File: config.mk
export PLATFORM = sky130hd
export DESIGN_NAME = fpe_defer_trap
export DESIGN_NICKNAME = d
export VERILOG_FILES = /design/src/rtl/fdt_pkg.sv /design/src/rtl/fdt_flags.sv /design/src/rtl/fdt_snap.sv /design/src/rtl/fdt_gate.sv /design/src/rtl/fpe_defer_trap.sv
export SDC_FILE = /design/constraint.sdc
export NUM_CORES = 1
export LEC_CHECK = 0
export BUFFER_PORTS_ARGS = -buffer_cell sky130_fd_sc_hd__buf_2
export CORE_MARGIN = 10
export CORE_UTILIZATION = 40
export CTS_CLUSTER_SIZE = 12
export DETAILED_ROUTE_END_ITERATION = 7
export GPL_TIMING_DRIVEN = 0
export PLACE_DENSITY = 0.85
export SYNTH_ARGS = -nofsm -noshare
export SYNTH_HDL_FRONTEND = slang
export SYNTH_SLANG_ARGS = --single-unit
File: constraint.sdc
create_clock -name clk -period 2.07 [get_ports clk]
set_clock_uncertainty 0.05 [all_clocks]
set_input_delay 0.3105 -clock clk [delete_from_list [all_inputs] [get_ports clk]]
set_output_delay 0.3105 -clock clk [all_outputs]
set_load 0.005 [all_outputs]
File: src/rtl/fdt_pkg.sv
package fdt_pkg;
  typedef enum logic [1:0] {
    CLS_INT     = 2'd0,
    CLS_FP_WAIT = 2'd1,
    CLS_FP_NOW  = 2'd2,
    CLS_FP_NOW2 = 2'd3
  } issue_cls_e;
endpackage

File: src/rtl/fdt_flags.sv
module fdt_flags #(
  parameter int NUM_EXC = 6
) (
  input  logic               clk,
  input  logic               rst,
  input  logic               exc_vld,
  input  logic [NUM_EXC-1:0] exc_bits,
  input  logic [NUM_EXC-1:0] exc_mask,
  input  logic               wipe,
  output logic [NUM_EXC-1:0] flags,
  output logic               fault_l
);
  logic [NUM_EXC-1:0] fresh;
  logic [NUM_EXC-1:0] nxt;

  // Only unmasked bits are recorded; a wipe clears old bits but keeps fresh ones.
  assign fresh = exc_vld ? (exc_bits & ~exc_mask) : '0;
  assign nxt   = (wipe ? '0 : flags) | fresh;

  always_ff @(posedge clk) begin
    if (rst) begin
      flags   <= '0;
      fault_l <= 1'b1;
    end else begin
      flags   <= nxt;
      fault_l <= ~|nxt;
    end
  end

  assert_unmasked_low_R1: assert property (@(posedge clk) disable iff (rst)
    (exc_vld && |(exc_bits & ~exc_mask)) |=> !fault_l);

  assert_masked_quiet_R2: assert property (@(posedge clk) disable iff (rst)
    (exc_vld && !(|(exc_bits & ~exc_mask)) && fault_l) |=> fault_l);

  assert_flush_release_R8: assert property (@(posedge clk) disable iff (rst)
    (wipe && !exc_vld) |=> fault_l);

  assert_sticky_R8: assert property (@(posedge clk) disable iff (rst)
    (!wipe && !fault_l) |=> !fault_l);
endmodule

File: src/rtl/fdt_snap.sv
module fdt_snap #(
  parameter int NUM_EXC = 6
) (
  input  logic               clk,
  input  logic               rst,
  input  logic               store_cmd,
  input  logic [NUM_EXC-1:0] flags,
  output logic               snap_vld,
  output logic [NUM_EXC-1:0] snap_bits
);
  always_ff @(posedge clk) begin
    if (rst) begin
      snap_vld  <= 1'b0;
      snap_bits <= '0;
    end else begin
      snap_vld <= store_cmd;
      if (store_cmd) snap_bits <= flags;
    end
  end

  assert_store_answers_R6: assert property (@(posedge clk) disable iff (rst)
    store_cmd |=> snap_vld);

  assert_store_idle_R6: assert property (@(posedge clk) disable iff (rst)
    !store_cmd |=> !snap_vld);
endmodule

File: src/rtl/fdt_gate.sv
module fdt_gate #(
  parameter int VEC_W    = 8,
  parameter int TRAP_VEC = 16
) (
  input  logic             clk,
  input  logic             rst,
  input  logic             req,
  input  logic [1:0]       cls,
  input  logic             fault_l,
  input  logic             rearm,
  output logic             grant,
  output logic             trap,
  output logic [VEC_W-1:0] vec
);
  import fdt_pkg::*;

  localparam logic [VEC_W-1:0] VEC_VAL = VEC_W'(TRAP_VEC);

  issue_cls_e cls_e;
  logic       is_wait;
  logic       blocked;
  logic       fire;
  logic       spent;

  assign cls_e   = issue_cls_e'(cls);
  assign is_wait = req && (cls_e == CLS_FP_WAIT);
  // Held back when the fault is pending or a clear is landing this cycle.
  assign blocked = is_wait && (!fault_l || rearm);
  assign fire    = is_wait && !fault_l && !spent && !rearm;

  always_ff @(posedge clk) begin
    if (rst) begin
      grant <= 1'b0;
      trap  <= 1'b0;
      vec   <= '0;
      spent <= 1'b0;
    end else begin
      grant <= req && !blocked;
      trap  <= fire;
      vec   <= fire ? VEC_VAL : '0;
      spent <= rearm ? 1'b0 : (spent | fire);
    end
  end

  assert_int_grant_R7: assert property (@(posedge clk) disable iff (rst)
    (req && cls == 2'd0) |=> grant);

  assert_nowait_grant_R5: assert property (@(posedge clk) disable iff (rst)
    (req && cls[1]) |=> (grant && !trap));

  assert_trap_no_grant_R4: assert property (@(posedge clk) disable iff (rst)
    trap |-> !grant);

  assert_trap_vec_R4: assert property (@(posedge clk) disable iff (rst)
    trap |-> (vec == VEC_VAL));

  assert_single_pulse_R9: assert property (@(posedge clk) disable iff (rst)
    trap |=> !trap);
endmodule

File: src/rtl/fpe_defer_trap.sv
module fpe_defer_trap #(
  parameter int NUM_EXC  = 6,
  parameter int VEC_W    = 8,
  parameter int TRAP_VEC = 16
) (
  input  logic               clk,
  input  logic               rst,
  input  logic               exc_vld,
  input  logic [NUM_EXC-1:0] exc_bits,
  input  logic [NUM_EXC-1:0] exc_mask,
  input  logic               flush_cmd,
  input  logic               store_cmd,
  input  logic               store_wipe,
  input  logic               issue_req,
  input  logic [1:0]         issue_cls,
  output logic               fault_l,
  output logic               issue_grant,
  output logic               trap_req,
  output logic [VEC_W-1:0]   trap_vec,
  output logic               store_vld,
  output logic [NUM_EXC-1:0] store_bits
);
  logic               wipe;
  logic [NUM_EXC-1:0] flags;

  assign wipe = flush_cmd | (store_cmd & store_wipe);

  fdt_flags #(.NUM_EXC(NUM_EXC)) u_flags (
    .clk(clk), .rst(rst), .exc_vld(exc_vld), .exc_bits(exc_bits),
    .exc_mask(exc_mask), .wipe(wipe), .flags(flags), .fault_l(fault_l)
  );

  fdt_snap #(.NUM_EXC(NUM_EXC)) u_snap (
    .clk(clk), .rst(rst), .store_cmd(store_cmd), .flags(flags),
    .snap_vld(store_vld), .snap_bits(store_bits)
  );

  fdt_gate #(.VEC_W(VEC_W), .TRAP_VEC(TRAP_VEC)) u_gate (
    .clk(clk), .rst(rst), .req(issue_req), .cls(issue_cls),
    .fault_l(fault_l), .rearm(wipe), .grant(issue_grant),
    .trap(trap_req), .vec(trap_vec)
  );

  assert_plain_store_keeps_R6: assert property (@(posedge clk) disable iff (rst)
    (store_cmd && !store_wipe && !flush_cmd && !fault_l) |=> !fault_l);
endmodule

==> results.yml, run 1 <==
pwr:
  finalPower_mw: 0.605
  comb_power_share: 0.141
  pwr-share-clk: 0.290
  p_int_mw: 0.458
  irDropWorstVdd_mv: 0.367
  p_switching_mw: 0.146
  sw_frac_of_total: 0.242
  p_per_area_nw_per_um2: 640
  leakage_nw: 0.475
  p_seq_frac: 0.569
timing:
  fmaxAchievable_ghz: 0.761
  fin_crit_ns: 1.31
  max_slew_margin: 0.583
  maxSlewViolCount: 0
  fin_ws_ns: 0.756
  rsz0062_at_grt: "false"
  min_period_over_period: 0.635
  hold_violations: 0
  tightest_slew_ns: 0.626
  setup_tns_ns: 0
  setup_viol: 0
critical_path:
  setup.worst_path.start_class: "flop"
  crit_arrival_ns: 1.49
  path_max_fanout: 3
  worstSetupPathType: "reg -> reg"
  cp.required_ns: 2.24
  end_kind: "flop"
floorplan:
  rows: 15
  die_h_um: 62.4
  fp.dieW_um: 62.4
  design.core.area_um2: 1710
  dieArea_um2: 3900
  initial_core_util: 0.421
  ios: 39
clock_network:
  clkSinkCount: 17
  htree_num_levels: 1
  post_cts_buffers: 0
  cts_root_buf: "clkbuf_4"
  worstSkewPairLatency_ns: 0.29
  cts_repair_resize_count: 0
  numCtsBuffers: 3
  clock_tree.buffer_depth: 2
  cts.clk_slew.worst_paths_ns: 0.09
  postCtsHoldBufs: 0
  tritoncts: "built"
cells_and_area:
  layout.nets: 138
  stdcell_count: 141
  area_delta_synth_final_pct: 31.3
  num_antenna_cells: 0
  drive_gt1_frac: 0.371
global_route:
  grt_pass1_vias: 669
  antenna_found_initial: 0
  grt-ovfl-total: 0
  grt_usage: 0.0897
  grt_pass1_wl_um: 2920
  grt_max_degree: 11
synth:
  synthDistinctLibCells: 20
  synthesis.area_um2: 719
  synth-seq-cells: 17
  synth_seq_area_share: 0.473
  synth.avg_cell_area_um2: 9.34
  synth-edff-count: 0
  syn_inst: 77
  async_reset_ff_frac: 0
  synth_top_flop_cell: "dfxtp_1"
  synth_warnings: 0
routing:
  viasPerCell: 4.55
  wl_um: 1770
  first_pass_iters: 4
  vias: 641
  drtIter0Drc: 13
  ant_nets: 0
  drc: 0
  wl_per_cell_um: 12.5
place:
  hpwl_um: 1450
  routabilityCongestion: 0.850
  port_buffers: 29
  placedCellCount: 137
  dp_slack_ns: 0.588
run:
  cap_violations: 0
status:
  status: "finished clean"
worst_hold_path:
  worstHoldPathType: "in -> reg"
## cell families (layout without fill, tap and decap cells)
logic type,after synthesis,count (layout),share of synthesized area
DFF,17,17,0.473
AOI/OAI and AO/OA,10,10,0.0957
and+or+nand+nor,31,31,0.228
buffers and inverters,12,45,0.115
muxes,6,6,0.0835
other,1,7,0.00521
## worst paths after layout
path,start,to,slack (ns),depth (start not counted)
worst max-delay path,u_flags.flags[0]$_SDFF_PP0_,u_flags.fault_l$_SDFF_PP1_,0.76,4
worst min-delay path,rst,u_snap.snap_vld$_SDFF_PP0_,0.19,2
worst max register to register,u_flags.flags[0]$_SDFF_PP0_,u_flags.fault_l$_SDFF_PP1_,0.76,4
worst min register to register,u_gate.spent$_SDFF_PP0_,u_gate.vec[4]$_SDFF_PP0_,0.38,1
## cell usage in the layout (no fill, tap or decap)
cell type / n
nor2_1: 14
clkbuf_4: 3
mux2i_1: 6
a31oi_1: 1
nor4_1: 1
a21o_1: 1
clkbuf_1: 2
conb_1: 7
nor3_2: 1
nor4b_1: 1
nor3_1: 2
inv_1: 1
or4_1: 1
nand2b_1: 1
buf_4: 10
a21oi_1: 2
nor3b_1: 2
nand2_1: 1
dfxtp_1: 17
buf_2: 29
a22oi_1: 6
nor2b_1: 7
## worst max-delay path, stage by stage, from the launching register on
cell and delay (ns):
dfxtp_1 0.34, or4_1 0.54, nor3_2 0.12, nor3_1 0.06, a31oi_1 0.13
## cell usage after synthesis (2+ instances only)
library cell  count  area [µm²]
buf_4            10        75.1
dfxtp_1          17         340
nor2b_1           7        43.8
nor2_1           14        52.6
a21oi_1           2        10.0
nor3b_1           2        15.0
nor3_1            2        10.0
a22oi_1           6        45.0
mux2i_1           6        60.1
## power by group through the flow
stage / Sequential [mW] / Clock (mW) / Combinational (mW)
global route: 0.345 / 0.194 / 0.0970
CTS: 0.344 / 0.178 / 0.0854
global placement: 0.351 / 0 / 0.0821
detailed placement: 0.351 / 0 / 0.0850
floorplan: 0.351 / 0 / 0.0521
finish: 0.344 / 0.175 / 0.0852
## sequential cells by signal, indices dropped and copies added, names as in the netlist
signal	cells
u_flags.fault_l	1
u_flags.flags	6
u_gate.grant	1
u_gate.spent	1
u_gate.vec	1
u_snap.snap_bits	6
u_snap.snap_vld	1
## cell type report
type | count | area, µm²
Multi-Input combinational cell | 54 | 319
Timing Repair Buffer | 29 | 145
Sequential cell | 17 | 340
Clock buffer | 4 | 26.3
Tap cell | 25 | 31.3
Buffer | 11 | 78.8
Inverter | 1 | 3.75
Fill cell | 177 | 763
## per-layer routing
metal  GRT usage  wire length [µm]  vias up
met4      0.0419                25        0
met1      0.0943               709      277
met5           0                 0        -
li1            -                 -      325
met3      0.0556               250        5
met2       0.138               781       34
## per-stage QoR
stage	hold slack, ns	util	instance area (µm²)
floorplan	0.352	-	742
global placement	0.357	0.538	918
detailed placement	0.373	0.538	918
CTS	0.189	0.553	945
global route	0.188	0.553	945
finish	0.189	0.553	945
Note: power is estimated with default switching activity, not from simulation.
==> inputs of run 2 (changes only) <==
--- a/config.mk
+++ b/config.mk
@@ -5,9 +5,10 @@
 export SDC_FILE = /design/constraint.sdc
 export NUM_CORES = 1
 export LEC_CHECK = 0
+export ABC_AREA = 1
 export BUFFER_PORTS_ARGS = -buffer_cell sky130_fd_sc_hd__buf_2
 export CORE_MARGIN = 10
-export CORE_UTILIZATION = 40
+export CORE_UTILIZATION = 38
 export CTS_CLUSTER_SIZE = 12
 export DETAILED_ROUTE_END_ITERATION = 7
 export GPL_TIMING_DRIVEN = 0
==> constraint.sdc (replaced) <==
create_clock -name clk -period 1.06 [get_ports clk]
set_clock_uncertainty 0.05 [all_clocks]
set_input_delay 0.159 -clock clk [delete_from_list [all_inputs] [get_ports clk]]
set_output_delay 0.159 -clock clk [all_outputs]
set_load 0.005 [all_outputs]
==> results.yml, run 2 <==
critical_path:
  setup.worst_path.start_class: "flop"
  path_buf_inv: 1
  end_kind: "output pin"
  cp.required_ns: 0.85
  path_max_fanout: 3
  worstSetupPathType: "reg -> out"
  cpLargestDelayFamily: "flip-flops"
  slowest_stage: "dfxtp_1"
  max_stage_delay_ns: 0.36
  crit_arrival_ns: 0.77
  path_cells: "buf_2"
floorplan:
  dieArea_um2: 3980
  fp.dieW_um: 63.1
  ios: 39
  die_h_um: 63.1
  design.core.area_um2: 1750
  rows: 15
  initial_core_util: 0.404
synth:
  synth.avg_cell_area_um2: 7.93
  synthesis.area_um2: 706
  syn_inst: 89
  synth-seq-cells: 17
  synthDistinctLibCells: 15
  yosys.area.top_type_share: 0.482
  ys_top_cells_by_area: "dfxtp_1, nor2_1, buf_4, nand3_1, nand3b_1"
  synth_seq_area_share: 0.482
  synth_top_flop_cell: "dfxtp_1"
  synth_most_common_cell: "nor2_1"
  yosys.area.top_type: "dfxtp_1"
  synth_warnings: 0
  synth-edff-count: 0
  async_reset_ff_frac: 0
  synth_common_cells: "nor2_1, dfxtp_1, nand3_1, buf_4, nand2_1"
cells_and_area:
  final_cell_area_um2: 937
  final_cell_mix: "buf_2, nor2_1, dfxtp_1"
  final_util: 0.537
  top_regs: "u_flags.flags x6, u_snap.snap_bits x6"
  num_antenna_cells: 0
  drive_gt1_frac: 0.352
  area_delta_synth_final_pct: 32.8
  stdcell_count: 153
  final_common_cell: "buf_2"
  layout.nets: 150
global_route:
  grt-ovfl-total: 0
  grt_max_degree: 11
  antenna_found_initial: 0
  grt_usage: 0.0911
  grt_pass1_vias: 724
  grt_pass1_wl_um: 3020
timing:
  fin_ws_ns: 0.0836
  fmaxAchievable_ghz: 1.02
  rsz0062_at_grt: "false"
  min_period_over_period: 0.921
  maxSlewViolCount: 0
  setup_viol: 0
  hold_ws_ns: 0.0833
  fin_crit_ns: 0.976
  setup_tns_ns: 0
  hold_violations: 0
place:
  placedCellCount: 150
  routabilityCongestion: 0.770
  port_buffers: 30
  hpwl_um: 1480
  dp_slack_ns: 0.0503
  postPlaceCellArea_um2: 910
routing:
  vias: 683
  drc: 0
  viasPerCell: 4.46
  wl_per_cell_um: 11.5
  drtIter0Drc: 22
  first_pass_iters: 4
  wl_um: 1760
  ant_nets: 0
worst_hold_path:
  worstHoldPathType: "in -> reg"
pwr:
  p_per_area_nw_per_um2: 1270
  finalPower_mw: 1.19
  leakage_nw: 0.497
  irDropWorstVdd_mv: 0.446
clock_network:
  clock_tree.buffer_depth: 2
  cts.clk_slew.worst_paths_ns: 0.09
  clkSinkCount: 17
  htree_num_levels: 1
  postCtsHoldBufs: 0
  post_cts_buffers: 0
  worstSkewPairLatency_ns: 0.28
  tritoncts: "built"
  cts_root_buf: "clkbuf_4"
  numCtsBuffers: 3
run:
  cap_violations: 0
status:
  status: "finished clean"
-- run 2: power breakdown --
part	internal, mW	switching, mW	total (mW)
registers	0.668	0.0131	0.681
logic	0.0875	0.0900	0.177
clock network	0.140	0.187	0.328
-- run 2: cell type report --
class / instances / area, µm²
Fill cell: 179 / 808
Multi-Input combinational cell: 65 / 308
Clock buffer: 3 / 22.5
Buffer: 8 / 57.6
Sequential cell: 17 / 342
Clock inverter: 1 / 5.00
Inverter: 4 / 15.0
Tap cell: 25 / 31.3
Timing Repair Buffer: 30 / 156
-- run 2: path summary, 6_finish.rpt --
check	startpoint	end	slack (ns)	depth (start not counted)
setup / recovery	u_flags.fault_l$_SDFF_PP1_	fault_l	0.08	1
hold / removal	issue_req	u_gate.grant$_SDFF_PP0_	0.08	3
hold reg to reg	u_gate.spent$_SDFF_PP0_	u_gate.vec[4]$_SDFF_PP0_	0.38	1
setup reg to reg	u_flags.flags[1]$_SDFF_PP0_	u_flags.fault_l$_SDFF_PP1_	0.18	5
-- run 2: timing repair --
| item | in CTS | in global routing |
|---|---|---|
| endpoints found under the hold margin | 0 | 0 |
| gates resized for setup | 0 | 2 |
| setup endpoints to repair | 0 | 1 |
-- run 2: routing by layer --
metal | track usage | vias to the layer above | wire [µm]
li1 | - | 358 | -
met1 | 0.0816 | 293 | 670
met2 | 0.164 | 27 | 887
met3 | 0.0336 | 5 | 149
met4 | 0.0670 | 0 | 48
met5 | 0 | - | 0
-- run 2: worst reg2reg max path: cells and delay by family, from the launching register on --
kind	cells	cell delay, ns
simple gates	5	0.38
flops	1	0.35
-- run 2: cells by family (layout without fill, tap and decap cells) --
kind of cell | after synthesis | count (layout) | share of synthesized area
AND/OR/NAND/NOR | 45 | 45 | 0.307
flip-flops | 17 | 17 | 0.482
other | 1 | 7 | 0.00531
buffers and inverters | 13 | 46 | 0.113
AO/OA/AOI/OAI | 13 | 13 | 0.0922
==> inputs of run 3 (changes only) <==
==> constraint.sdc (replaced) <==
create_clock -name clk -period 1.06 [get_ports clk]
set_clock_uncertainty 0.05 [all_clocks]
set_input_delay 0.106 -clock clk [delete_from_list [all_inputs] [get_ports clk]]
set_output_delay 0.106 -clock clk [all_outputs]
set_load 0.005 [all_outputs]
==> results.yml, run 3 (synthesized netlist as in run 2, its figures left out) <==
critical_path:
  path_cells: "buf_4 > buf_2"
  path_max_fanout: 2
  slowest_stage: "dfxtp_1"
  cp.required_ns: 0.90
  setup.worst_path.start_class: "flop"
  crit_arrival_ns: 0.83
  max_stage_delay_ns: 0.32
  r2r-start: "u_flags.flags[1]$_SDFF_PP0_"
  endpoint: "trap_vec[4]"
  rr_endpoint: "u_flags.fault_l$_SDFF_PP1_"
  rrSetupSlack_ns: 0.18
  reg2reg_depth: 5
  worstSetupPathType: "reg -> out"
  end_kind: "output pin"
  critPathLaunch: "u_gate.vec[4]$_SDFF_PP0_"
floorplan:
  fp.dieW_um: 63.1
  dieArea_um2: 3980
  rows: 15
  initial_core_util: 0.404
  ios: 39
  design.core.area_um2: 1750
  die_h_um: 63.1
cells_and_area:
  drive_gt1_frac: 0.349
  final_cell_area_um2: 937
  final_common_cell: "buf_2"
  final_cell_mix: "buf_2, nor2_1, dfxtp_1"
  layout.nets: 151
  area_delta_synth_final_pct: 32.8
  final_util: 0.537
  top_regs: "u_flags.flags x6, u_snap.snap_bits x6"
  num_antenna_cells: 0
clock_network:
  numCtsBuffers: 3
  tritoncts: "built"
  cts_root_buf: "clkbuf_4"
  postCtsHoldBufs: 0
  post_cts_buffers: 0
  htree_num_levels: 1
  cts.clk_slew.worst_paths_ns: 0.09
  clkSinkCount: 17
  clock_tree.buffer_depth: 2
  cts_repair_resize_count: 0
  worstSkewPairLatency_ns: 0.28
worst_hold_path:
  worstHoldPathType: "in -> reg"
  min_from: "issue_req"
timing:
  setup_tns_ns: 0
  setup_viol: 0
  hold_violations: 0
  hold_ws_ns: 0.0303
  rsz0062_at_grt: "false"
  fin_ws_ns: 0.0767
  maxSlewViolCount: 0
  fin_crit_ns: 0.983
  fmaxAchievable_ghz: 1.02
  min_period_over_period: 0.928
routing:
  viasPerCell: 4.45
  drtIter0Drc: 24
  drc: 0
  ant_nets: 0
  first_pass_iters: 4
  vias: 685
  wl_um: 1760
  wl_per_cell_um: 11.4
pwr:
  leakage_nw: 0.501
  irDropWorstVdd_mv: 0.446
  p_seq_frac: 0.574
  comb_power_share: 0.150
  p_switching_mw: 0.291
  p_per_area_nw_per_um2: 1270
  pwr-share-clk: 0.276
  p_int_mw: 0.896
  sw_frac_of_total: 0.245
run:
  cap_violations: 0
global_route:
  grt_pass1_vias: 724
  grt_pass1_wl_um: 3020
  grt-ovfl-total: 0
  antenna_found_initial: 0
  grt_usage: 0.0911
  grt_max_degree: 11
place:
  postPlaceCellArea_um2: 910
  port_buffers: 30
  dp_slack_ns: 0.103
  hpwl_um: 1480
  routabilityCongestion: 0.770
status:
  status: "finished clean"
==> run 3: cell types whose count changed in the layout (fill, tap and decap cells not counted) <==
cell	previous run	this run
buf_2	30	31
buf_4	7	8
buf_6	1	0
dfxtp_1	16	17
dfxtp_2	1	0
==> run 3: area by class of cell <==
class	instances	area [µm²]
buffer	9	65.1
clock buffer	3	22.5
clock inverter	1	5.00
fill	180	808
inverter	4	15.0
multi-input combinational	65	308
sequential	17	340
tap	25	31.3
timing repair buffer	30	150
==> run 3: worst min-delay path by stage <==
| stage | slack, ns | endpoint | cells past startpoint |
|---|---|---|---|
| final | 0.03 | u_gate.grant$_SDFF_PP0_ | 3 |
| after global routing | 0.01 | u_gate.grant$_SDFF_PP0_ | 3 |
| after CTS | 0.02 | u_flags.flags[5]$_SDFF_PP0_ | 2 |
| after detailed placement | 0.32 | u_gate.grant$_SDFF_PP0_ | 3 |
| after global placement | 0.31 | u_gate.grant$_SDFF_PP0_ | 3 |
| after floorplan | 0.19 | u_gate.grant$_SDFF_PP0_ | 2 |
==> run 3: layer usage <==
metal / up-vias / track usage / part of all wire
met3: 5 / 0.0336 / 0.085
met4: 0 / 0.0670 / 0.027
met5: - / 0 / 0
met1: 293 / 0.0816 / 0.38
li1: 360 / - / -
met2: 27 / 0.164 / 0.50
==> run 3: worst max-delay path: cells and delay by family (launching register included) <==
kind	cells	cell delay, ns
buffers and inverters	2	0.23
flip-flops	1	0.32
==> run 3: metrics by stage <==
step	power, mW	instances
after CTS	1.20	154
final	1.19	154
after global placement	0.866	150
after floorplan	0.794	95
after global routing	1.26	154
after detailed placement	0.872	150
==> run 3: power groups by stage <==
stage | sequential [mW] | combinational (mW) | clock (mW)
4_1_cts | 0.681 | 0.177 | 0.339
5_1_grt | 0.685 | 0.205 | 0.369
3_3_place_gp | 0.694 | 0.172 | 0
6_report | 0.681 | 0.177 | 0.328
3_5_place_dp | 0.696 | 0.176 | 0
2_1_floorplan | 0.698 | 0.0962 | 0
